### src/rtl/ssx_pkg.sv
package ssx_pkg;

    typedef enum logic [1:0] {
        REG_DATA = 2'd0,
        REG_CTRL = 2'd1,
        REG_DIV  = 2'd2
    } ssx_reg_e;

    // control register bit positions
    localparam int CB_EXT  = 0;
    localparam int CB_POL  = 1;
    localparam int CB_MSB  = 2;
    localparam int CB_IDLE = 3;
    localparam int CB_ERR  = 4;

endpackage

### src/rtl/ssx_divider.sv
module ssx_divider #(
    parameter int W = 8
) (
    input  logic         clk,
    input  logic         rst_n,
    input  logic         clr,
    input  logic         run,
    input  logic         tick,
    input  logic [W-1:0] limit,
    output logic         wrap
);

    logic [W-1:0] cnt_d, cnt_q;

    assign wrap = run && tick && !clr && (cnt_q == limit);

    always_comb begin
        cnt_d = cnt_q;
        if (clr || !run) begin
            cnt_d = '0;
        end else if (tick) begin
            cnt_d = wrap ? '0 : cnt_q + 1'b1;
        end
    end

    always_ff @(posedge clk or negedge rst_n) begin
        if (!rst_n) cnt_q <= '0;
        else        cnt_q <= cnt_d;
    end

endmodule

### src/rtl/ssx_sync_edge.sv
module ssx_sync_edge #(
    parameter int STAGES = 2
) (
    input  logic clk,
    input  logic rst_n,
    input  logic clk_pin,
    input  logic data_pin,
    output logic data_s,
    output logic rise_o,
    output logic fall_o
);

    // bit 0 carries the pin clock, bit 1 the pin data
    logic [STAGES:0][1:0] pipe_d, pipe_q;

    always_comb begin
        pipe_d[0] = {data_pin, clk_pin};
        for (int i = 1; i <= STAGES; i++) begin
            pipe_d[i] = pipe_q[i-1];
        end
    end

    always_ff @(posedge clk or negedge rst_n) begin
        if (!rst_n) pipe_q <= '0;
        else        pipe_q <= pipe_d;
    end

    assign rise_o = pipe_q[STAGES-1][0] && !pipe_q[STAGES][0];
    assign fall_o = !pipe_q[STAGES-1][0] && pipe_q[STAGES][0];
    assign data_s = pipe_q[STAGES][1];

endmodule

### src/rtl/sync_serial_xcvr.sv
module sync_serial_xcvr
    import ssx_pkg::*;
#(
    parameter int DATA_W      = 8,
    parameter int DIV_W       = 8,
    parameter int SYNC_STAGES = 2
) (
    input  logic              clk,
    input  logic              rst_n,
    input  logic              prescale_en,
    input  logic              bus_wr,
    input  logic [1:0]        bus_addr,
    input  logic [DATA_W-1:0] bus_wdata,
    output logic [DATA_W-1:0] bus_rdata,
    input  logic              sclk_i,
    output logic              sclk_o,
    output logic              sclk_oe,
    input  logic              sdi_i,
    output logic              sdo_o,
    output logic              sdo_oe,
    output logic              done_o
);

    localparam int CNT_W = $clog2(DATA_W);
    localparam logic [CNT_W-1:0] LAST_BIT = CNT_W'(DATA_W - 1);

    typedef struct packed {
        logic [DATA_W-1:0] sr;
        logic [DIV_W-1:0]  div;
        logic              ext;
        logic              pol;
        logic              msb;
        logic              idle;
        logic              err;
        logic              busy;
        logic              hold;
        logic              sclk;
        logic              out_bit;
        logic              drv;
        logic              done;
        logic [CNT_W-1:0]  nsamp;
    } state_t;

    state_t q, d;

    logic wr_data, wr_ctrl, wr_div, start;
    logic wrap, sdi_s, pin_rise, pin_fall;
    logic head, in_bit, tog;
    logic drive_ev, sample_ev;

    assign wr_data = bus_wr && (bus_addr == REG_DATA);
    assign wr_ctrl = bus_wr && (bus_addr == REG_CTRL);
    assign wr_div  = bus_wr && (bus_addr == REG_DIV);
    assign start   = wr_data && !q.busy;

    ssx_divider #(.W(DIV_W)) i_div (
        .clk   (clk),
        .rst_n (rst_n),
        .clr   (start),
        .run   (q.busy || q.hold),
        .tick  (prescale_en),
        .limit (q.div),
        .wrap  (wrap)
    );

    ssx_sync_edge #(.STAGES(SYNC_STAGES)) i_sync (
        .clk      (clk),
        .rst_n    (rst_n),
        .clk_pin  (sclk_i),
        .data_pin (sdi_i),
        .data_s   (sdi_s),
        .rise_o   (pin_rise),
        .fall_o   (pin_fall)
    );

    // edge events: internal clock toggles on divider wrap while busy
    always_comb begin
        head   = q.msb ? q.sr[DATA_W-1] : q.sr[0];
        in_bit = q.ext ? sdi_s : sdi_i;
        tog    = !q.ext && q.busy && wrap;
        if (q.ext) begin
            drive_ev  = q.busy && (q.pol ? pin_rise : pin_fall);
            sample_ev = q.pol ? pin_fall : pin_rise;
        end else begin
            drive_ev  = tog && (q.sclk != q.pol);
            sample_ev = tog && (q.sclk == q.pol);
        end
    end

    always_comb begin
        d      = q;
        d.done = 1'b0;

        if (tog) d.sclk = !q.sclk;

        if (drive_ev) begin
            d.out_bit = head;
            d.drv     = 1'b1;
        end

        if (sample_ev) begin
            d.sr = q.msb ? {q.sr[DATA_W-2:0], in_bit} : {in_bit, q.sr[DATA_W-1:1]};
            if (q.busy) begin
                d.nsamp = q.nsamp + 1'b1;
                if (q.nsamp == LAST_BIT) begin
                    d.busy = 1'b0;
                    d.done = 1'b1;
                    d.hold = !q.ext;
                    d.drv  = !q.ext;
                end
            end
        end

        if (q.hold && !q.busy && wrap) begin
            d.hold = 1'b0;
            d.drv  = 1'b0;
        end

        if (!q.busy) d.sclk = !q.pol;

        if (wr_ctrl) begin
            d.ext  = bus_wdata[CB_EXT];
            d.pol  = bus_wdata[CB_POL];
            d.msb  = bus_wdata[CB_MSB];
            d.idle = bus_wdata[CB_IDLE];
            if (bus_wdata[CB_ERR]) d.err = 1'b0;
        end

        if (wr_div) d.div = bus_wdata[DIV_W-1:0];

        if (wr_data) begin
            if (q.busy) begin
                d.err = 1'b1;
            end else begin
                d.sr    = bus_wdata;
                d.busy  = 1'b1;
                d.nsamp = '0;
                d.hold  = 1'b0;
                d.drv   = 1'b0;
                d.sclk  = !q.pol;
            end
        end
    end

    always_ff @(posedge clk or negedge rst_n) begin
        if (!rst_n) begin
            q      <= '0;
            q.sclk <= 1'b1;
        end else begin
            q <= d;
        end
    end

    always_comb begin
        bus_rdata = '0;
        case (bus_addr)
            REG_DATA: bus_rdata = q.sr;
            REG_CTRL: begin
                bus_rdata[CB_EXT]  = q.ext;
                bus_rdata[CB_POL]  = q.pol;
                bus_rdata[CB_MSB]  = q.msb;
                bus_rdata[CB_IDLE] = q.idle;
                bus_rdata[CB_ERR]  = q.err;
            end
            REG_DIV:  bus_rdata = DATA_W'(q.div);
            default:  bus_rdata = '0;
        endcase
    end

    assign sclk_o  = q.sclk;
    assign sclk_oe = !q.ext;
    assign sdo_oe  = q.ext || q.drv;
    assign sdo_o   = q.ext ? ((q.busy && q.drv) ? q.out_bit : q.idle) : q.out_bit;
    assign done_o  = q.done;

    // an idle data write launches a transfer
    p_start_r2: assert property (@(posedge clk) disable iff (!rst_n)
        (wr_data && !q.busy) |=> q.busy);

    // completion lasts one cycle
    p_done_pulse_r7: assert property (@(posedge clk) disable iff (!rst_n)
        done_o |=> !done_o);

    // completion only once the transfer has ended
    p_done_idle_r7: assert property (@(posedge clk) disable iff (!rst_n)
        done_o |-> !q.busy);

    // a write during a transfer raises the sticky flag
    p_busy_write_r11: assert property (@(posedge clk) disable iff (!rst_n)
        (wr_data && q.busy) |=> q.err);

    // the flag stays until a clearing control write
    p_err_sticky_r11: assert property (@(posedge clk) disable iff (!rst_n)
        (q.err && !(wr_ctrl && bus_wdata[CB_ERR])) |=> q.err);

    // end of the hold window releases the data pin
    p_hold_release_r8: assert property (@(posedge clk) disable iff (!rst_n)
        (!q.ext && q.hold && wrap && !wr_data && !wr_ctrl) |=> !sdo_oe);

endmodule

### config.mk
export PLATFORM = sky130hd
export DESIGN_NAME = sync_serial_xcvr
export DESIGN_NICKNAME = d
export VERILOG_FILES = /design/src/rtl/ssx_pkg.sv /design/src/rtl/ssx_divider.sv /design/src/rtl/ssx_sync_edge.sv /design/src/rtl/sync_serial_xcvr.sv
export SDC_FILE = /design/constraint.sdc
export NUM_CORES = 1
export LEC_CHECK = 0
export ABC_AREA = 1
export BUFFER_PORTS_ARGS = -buffer_cell sky130_fd_sc_hd__buf_2
export CORE_MARGIN = 5
export CORE_UTILIZATION = 50
export CTS_CLUSTER_DIAMETER = 120
export CTS_CLUSTER_SIZE = 25
export DETAILED_ROUTE_END_ITERATION = 6
export GPL_TIMING_DRIVEN = 1
export HOLD_SLACK_MARGIN = 0.15
export PLACE_DENSITY = 0.8
export SYNTH_ARGS = -nofsm -noshare
export SYNTH_HDL_FRONTEND = slang
export SYNTH_SLANG_ARGS = --single-unit
export TNS_END_PERCENT = 50
### constraint.sdc
create_clock -name clk -period 1.58 [get_ports clk]
set_input_delay 0.316 -clock clk [delete_from_list [all_inputs] [get_ports clk]]
set_output_delay 0.316 -clock clk [all_outputs]
set_load 0.02 [all_outputs]
# Word-level counts from Yosys, hierarchy flattened
# Cells that the tools add are included.
# totals
regBits,44
latch_bits,0
ramBits,0
romBits,0
in_bits,16
output_inout_bits,13
elab_cells,93
n_memories,0
# op_classes
n_addsub,2
n_mul,0
div,0
magnitude_cmp,0
eq_ne,6
shift,0
mux,37
bitwise_logic,0
n_reduce_logical,30
# op_table
operator,count
8-bit two-way mux,7
1-bit two-way mux,18
1-bit logical AND,17
5-bit case mux with 3 select lines,1
5-bit two-way mux,2
3-bit two-way mux,3
"8-bit by 1-bit adder with 8-bit output, second input constant",1
8-bit equality test,1
1-bit zero test,8
2-bit two-way mux,4
3-bit case mux with 2 select lines,1
4-bit two-way mux,1
"3-bit by 1-bit adder with 3-bit output, second input constant",1
"3-bit equality test, second input constant",1
1-bit logical OR,3
"2-bit by 1-bit equality test with 1-bit output, second input constant",1
"2-bit equality test, second input constant",1
2-bit zero test,1
2-bit nonzero test,1
1-bit equality test,1
1-bit != test,1

# Logic depth before layout (Yosys ltp)
# Gate-level depths: netlist of run 1.
# logic_depth
ltp_word,16
depth_mapped,12
ltp_nobuf,12

# Hierarchy
# From an unflattened synthesis of run 1, not the netlist that was laid out.
# unflattened
hier_cells,320
area_unflattened_um2,2472.4
# by_module_without_submodules
mod,instances,cells_each,area_each_um2,seq_area_each_um2
sync_serial_xcvr,1,230,1709.1,752.0
ssx_divider,1,80,598.1,200.2
ssx_sync_edge,1,10,165.2,150.1

# Worst setup path after synthesis of run 1
# No wires, ideal clock.
# synth_timing
path_type,register -> register
start,register i_div.cnt_q[6]
end,register q[27] (netlist name)
setup_time_ps,117
t_arrival_ps,1393
required_ps,1463
path_slack_ps,70
path_stages_with_launch,13
n_path_buf,1
period_less_slack_ps,1510
path_cell_list,dfrtp_1 > inv_2 > nand2_1 > nand2_1 > nor2_1 > nand2_1 > nor2_4 > nand4_4 > buf_6 > nand3_1 > nand2_1 > nor2_1 > nor2_1
# synth_rtl
item,line,rtl
start: declaration,ssx_divider.sv:13,"logic [W-1:0] cnt_d, cnt_q;"
start signal: assignment,ssx_divider.sv:28,else cnt_q <= cnt_d;
end: declaration,sync_serial_xcvr.sv:44,"state_t q, d;"

==> impl_metrics.tcl, run 1 <==
set metrics [dict create \
    htree_num_levels 2 \
    ir_worst_vdd_uv 805 \
    placed_area_mm2 0.00285 \
    slowest_delay_ns 0.43 \
    clk_pin_slew_ns 0.09 \
    initial_core_util_pct 51.7 \
    drc_errors 0 \
    drv_slew 0 \
    critPathCaptureType "flop" \
    finalNonFillerCells 459 \
    crit_family "simple AND/OR/NAND/NOR gates" \
    antenna_found_initial 0 \
    clkLatencyLatePin_ns 0.31 \
    grt_max_degree 45 \
    r2r_cells 11 \
    grt-ovfl-total 0 \
    place_ws_ns -0.0353 \
    coreArea_mm2 0.00472 \
    cts_buffer_depth 2 \
    n_antenna_cell 0 \
    final_common_cell "nand2_1" \
    cp_data_arrival_time_ns 1.90 \
    violations "setup timing" \
    wl_per_cell_um 13.9 \
    cts_tree "done" \
    power_switching_w 0.00183 \
    setup_ws_ns -0.111 \
    timing.hold.ws_ns 0.253 \
    synthCells 330 \
    yosysSeqAreaShare_pct 45.1 \
    final_cell_mix "nand2_1 (92), dfrtp_1 (42), nor2_1 (38)" \
    power_leakage_nw 1.64 \
    yosys_warnings 0 \
    critPathLaunchType "flop" \
    area_growth_pct 28.9 \
    syn_area_per_cell_um2 7.40 \
    wl_met3_um 274 \
    place_hpwl_um 4490 \
    drt_iter0_markers 126 \
    first_pass_iters 4 \
    placed_cells 443 \
    top_layer_used "met4" \
    clock_sinks 44 \
    die-height_um 79.9 \
    tightest_slew_ns 0.451 \
    ys_seq_elements 44 \
    drive_above_1_share_pct 29.6 \
    place_congestion 0.803 \
    cts_made_buffers 5 \
    pin_count 29 \
    critical_path_required_ns 1.79 \
    swShare_pct 41.0 \
    slowest_stage "dfrtp_1" \
    totalWireLength_um 6360 \
    whs_path_depth 3 \
    total_power_w 0.00446 \
    die_x_um 79.9 \
    synth_mux_area_share_pct 0.819 \
    vias 2358 \
    synth_cell_types 30 \
    max_freq_mhz 591 \
    final_area_mm2 0.00315 \
    rsz0062_at_grt "true" \
    synthesis.nets 349 \
    wl_met2_um 3270 \
    critPathBufInv 1 \
    skew_ns 0.00253 \
    p_int_w 0.00263 \
    layout.nets 410 \
    grt_pass1_vias 2327 \
    status "finished with violations" \
    ant_nets 0 \
    pwr-share-comb_pct 43.5 \
    p_per_area_mw_per_mm2 1410 \
    hold_viol 0 \
    grt_use_total_pct 20.8 \
    setup_viol 15 \
    synth_compound_area_share_pct 14.5 \
    pwr-share-seq_pct 39.2 \
    hp-class "in2reg" \
    rows 25 \
    cp.depth 11 \
    synth_top_family_by_area "simple AND/OR/NAND/NOR gates" \
    grt_pass1_wl_um 10300 \
    synthXorXnorAreaFrac_pct 1.08 \
    layout_worst_path_cycle_share_pct 107 \
    fin_crit_ns 1.69 \
    cp_common_cell "nand2_1" \
    syn_area_mm2 0.00244 \
    maxSlewHeadroom_pct 69.9 \
    cap_violations 0 \
    worst-path-max-fanout 8 \
    synth-adder-area-share_pct 1.54 \
    clock_power_share_pct 17.3 \
    crit_type "reg2reg" \
    dieArea_mm2 0.00639 \
    io_buffers 28 \
    yosys.area_share.simple_pct 28.3 \
    via_per_inst 5.14 \
    clockRootBuffer "clkbuf_8" \
    wl_met1_um 2650 \
    path_cells "nand2_1, nand2_1, nor2_1, nand2_1, nor2_4, nand4_4, buf_12, nand3_2, nand2_2, nor2_2, nor2_1" \
]
## routing by layer
layer,GRT usage [%],vias to the layer above
li1,-,1168
met1,24.5,1097
met2,36.7,75
met3,4.06,18
met4,8.95,0
met5,0,-
## final timing paths
path                                   from              to  slack [ns]
min                            bus_wdata[1]           q[23]        0.25
max                          i_div.cnt_q[4]           q[28]       -0.11
max in group asynchronous             rst_n          sclk_o        0.79
min reg2reg                i_sync.pipe_d[5]   i_sync.data_s        0.36
max reg2reg                  i_div.cnt_q[4]           q[28]       -0.11
min in group asynchronous             rst_n  i_div.cnt_q[0]        0.52
## state kept, by name, summed over array words and instances (netlist names)
signal,cells
i_sync.data_s,1
i_div.cnt_q,8
i_sync.pipe_q,1
sclk_o,1
q,28
done_o,1
i_sync.pipe_d,4
## stage by stage
step           TNS [ns]  utilization (%)
4_1_cts          -0.471             64.5
3_3_place_gp          0             60.3
2_1_floorplan         0                -
6_report         -0.939             66.7
3_5_place_dp    -0.0998             60.3
5_1_grt           -3.11             66.7
## Yosys cell counts
cell      count  area share, %
nand2_2       2           0.51
nand4_1       1           0.26
a21oi_1      14            2.9
a31o_2        1           0.36
xor2_1        1           0.36
dfstp_2       1            1.1
buf_2         1           0.20
a21oi_2       8            2.9
nor2_4        1           0.46
o221ai_1      2           0.72
mux2i_1       2           0.82
o211ai_1      3           0.92
nor2_1       41            6.3
inv_2         8            1.2
o21ai_0      24            4.9
a31oi_1       1           0.26
clkbuf_1      6           0.92
xnor2_1       2           0.72
nor3_1        3           0.61
nand4_4       1           0.87
nand2_1      94             14
ha_1          3            1.5
o22ai_1       5            1.3
buf_6         1           0.46
o32ai_1       1           0.36
inv_1        38            5.8
nand3b_1      2           0.61
or2_2         2           0.51
nand3_1      18            3.7
dfrtp_1      43             44
## cells by family after synthesis
kind of cell | Yosys count
and+or+nand+nor | 165
AOI/OAI and AO/OA | 59
DFF | 44
adders and majority gates | 3
buffers and inverters | 54
xor gates and xnor gates | 3
muxes | 2
## worst register-to-register path, stage by stage, from the launching register on
cell	delay [ns]
dfrtp_1	0.43
nand2_1	0.10
nand2_1	0.06
nor2_1	0.12
nand2_1	0.12
nor2_4	0.15
nand4_4	0.16
buf_12	0.20
nand3_2	0.06
nand2_2	0.05
nor2_2	0.11
nor2_1	0.05
## power groups by stage
stage	clock [W]	combinational (W)	sequential (W)
6_report	0.000771	0.00194	0.00175
5_1_grt	0.000821	0.00217	0.00179
4_1_cts	0.000777	0.00180	0.00173
3_5_place_dp	0	0.00170	0.00173
3_3_place_gp	0	0.00163	0.00172
2_1_floorplan	0	0.00116	0.00167
## area by class of cell
| type | count | area (µm²) |
|---|---|---|
| fillers | 395 | 1570 |
| multi-input cells | 232 | 1230 |
| flip-flops and latches | 44 | 1100 |
| repair buffers | 62 | 460 |
| inverters | 46 | 173 |
| well taps | 67 | 83.8 |
| clock buffers | 6 | 82.6 |
| clock inverters | 2 | 15.0 |
## timing repair
| item | 4_1_cts | 5_1_grt |
|---|---|---|
| hold buffers | 3 | 0 |
| endpoints found under the hold margin | 45 | 0 |
| setup endpoints to repair | 17 | 30 |
| cloned | 0 | 1 |
| pin swaps | 2 | 16 |
| setup buffers | 1 | 3 |
| gates resized for setup | 15 | 19 |
Power figures use the tool's default switching activity.
==> run 2: changes to the inputs <==
--- a/config.mk
+++ b/config.mk
@@ -12,9 +12,9 @@
 export CTS_CLUSTER_DIAMETER = 120
 export CTS_CLUSTER_SIZE = 25
 export DETAILED_ROUTE_END_ITERATION = 6
-export GPL_TIMING_DRIVEN = 1
+export GPL_TIMING_DRIVEN = 0
 export HOLD_SLACK_MARGIN = 0.15
-export PLACE_DENSITY = 0.8
+export PLACE_DENSITY = 0.73
 export SYNTH_ARGS = -nofsm -noshare
 export SYNTH_HDL_FRONTEND = slang
 export SYNTH_SLANG_ARGS = --single-unit
==> run 2 against run 1 <==
  * The run still ends with setup timing left
  * Fmax down 2.7%
  * Total power shrank 5.9%
  * Utilization fell by 3.4 points
  * Final area decreased by 5.1%
  * Largest cell class unchanged
  * Sequential power is essentially flat
  * Combinational power shrank 9%
  * Setup slack worse by 0.047 ns
  * Wire length is 5.5% lower
  * Clock power down 9.6%
  * Critical path depth down 1
  * Clock skew rose by 0.0081 ns
==> impl_metrics.tcl, run 2 (same netlist as run 1, synthesis figures left out) <==
set metrics [dict create \
    status "finished with violations" \
    violations "setup timing" \
    initial_core_util_pct 51.7 \
    hp-class "in2async" \
    clkLatencyLatePin_ns 0.30 \
    grt-ovfl-total 0 \
    skew_ns 0.0106 \
    largest_reg_flops 28 \
    tns_ns -1.67 \
    place_congestion 0.822 \
    drc_errors 0 \
    top_register "q" \
    drv_slew 0 \
    max_freq_mhz 575 \
    io_buffers 28 \
    place_hpwl_um 4220 \
    grt_pass1_wl_um 10100 \
    power_leakage_nw 1.57 \
    hold_viol 0 \
    totalWireLength_um 6010 \
    final_cell_mix "nand2_1 (90), dfrtp_1 (41), nor2_1 (36)" \
    fin_crit_ns 1.74 \
    pin_count 29 \
    die_x_um 79.9 \
    slowest_delay_ns 0.42 \
    grt_pass1_vias 2159 \
    die-height_um 79.9 \
    timing.hold.ws_ns 0.162 \
    slowest_stage "dfrtp_1" \
    placed_area_mm2 0.00267 \
    layout_worst_path_cycle_share_pct 110 \
    antenna_found_initial 0 \
    clock_sinks 44 \
    cts_tree "done" \
    final_area_mm2 0.00299 \
    path_cells "inv_2, nand2_1, nand2_1, nor2_2, nand2_2, nor2_4, nand4_4, nand2_2, nand3_1, a21oi_1" \
    vias 2267 \
    via_per_inst 5.07 \
    clk_pin_slew_ns 0.08 \
    layout.nets 399 \
    clockRootBuffer "clkbuf_8" \
    n_antenna_cell 0 \
    rows 25 \
    cp_data_arrival_time_ns 1.96 \
    tightest_slew_ns 0.956 \
    final_common_cell "nand2_1" \
    grt_use_total_pct 20.5 \
    cap_violations 0 \
    critPathBufInv 1 \
    critPathLaunchType "flop" \
    crit_type "reg2reg" \
    total_power_w 0.00419 \
    first_pass_iters 4 \
    worst-path-max-fanout 8 \
    area_growth_pct 22.3 \
    critical_path_required_ns 1.80 \
    coreArea_mm2 0.00472 \
    drive_above_1_share_pct 26.6 \
    dieArea_mm2 0.00639 \
    cts_buffer_depth 2 \
    rsz0062_at_grt "true" \
    maxSlewHeadroom_pct 36.2 \
    crit_family "simple AND/OR/NAND/NOR gates" \
    cts_made_buffers 5 \
    p_per_area_mw_per_mm2 1400 \
    setup_ws_ns -0.158 \
    wl_per_cell_um 13.5 \
    setup_viol 16 \
    htree_num_levels 2 \
    grt_max_degree 45 \
    ant_nets 0 \
    drt_iter0_markers 94 \
    critPathCaptureType "flop" \
    nFillCells 432 \
    ir_worst_vdd_uv 771 \
]
run 2: per-stage QoR:
stage               setup WS (ns)  utilization (%)  std cells
floorplan                  0.0700                -        330
global placement           -0.223             56.5        425
detailed placement         -0.274             56.5        425
CTS                        -0.138             60.6        440
global route               -0.308             63.3        447
finish                     -0.158             63.3        447
run 2: layout make-up:
class,count,area (µm²),area share [%]
clock buffers,5,68.8,2.30
flip-flops and latches,44,1100,37.0
multi-input cells,232,1200,40.3
inverters,46,173,5.78
well taps,67,83.8,2.80
plain buffers,7,52.6,1.76
repair buffers,44,289,9.67
clock inverters,2,12.5,0.419
run 2: what timing repair did:
item | 4_1_cts | 5_1_grt
endpoints found under the setup margin | 22 | 30
resized for setup | 15 | 20
hold buffers | 2 | 0
endpoints found under the hold margin | 2 | 0
pin swaps | 1 | 5
gates cloned | 0 | 1
buffers inserted | 7 | 6
run 2: worst paths after layout:
path | start | to | slack (ns) | cells past startpoint
worst max-delay path | i_div.cnt_q[5] | q[4] | -0.16 | 10
worst min-delay path | rst_n | i_div.cnt_q[1] | 0.16 | 1
worst max register to register | i_div.cnt_q[5] | q[4] | -0.16 | 10
worst min register to register | i_sync.pipe_d[3] | i_sync.pipe_d[5] | 0.36 | 0
max in group asynchronous | rst_n | q[13] | 0.77 | 1
min in group clk | bus_wdata[1] | q[23] | 0.26 | 3
run 2: where the power goes:
part           total (W)  internal (W)  switching (W)  leakage (nW)
Sequential       0.00174       0.00145       0.000287         0.530
Clock           0.000697      0.000300       0.000397        0.0400
Combinational    0.00176      0.000701        0.00106         0.995
run 2: worst register-to-register path: stages (launching register included):
cell     delay, ns
dfrtp_1       0.42
inv_2         0.08
nand2_1       0.06
nand2_1       0.06
nor2_2        0.09
nand2_2       0.09
nor2_4        0.14
nand4_4       0.20
nand2_2       0.21
nand3_1       0.13
a21oi_1       0.18
run 2: routing by layer:
metal  vias to the layer above  share of wire (%)  wire length, µm  GRT usage [%]
met1                      1045                 44             2620           26.1
li1                       1160                  -                -              -
met5                         -                  0                0              0
met3                        11                4.3              259           3.50
met2                        51                 50             2990           34.9
met4                         0                2.3              138           7.26
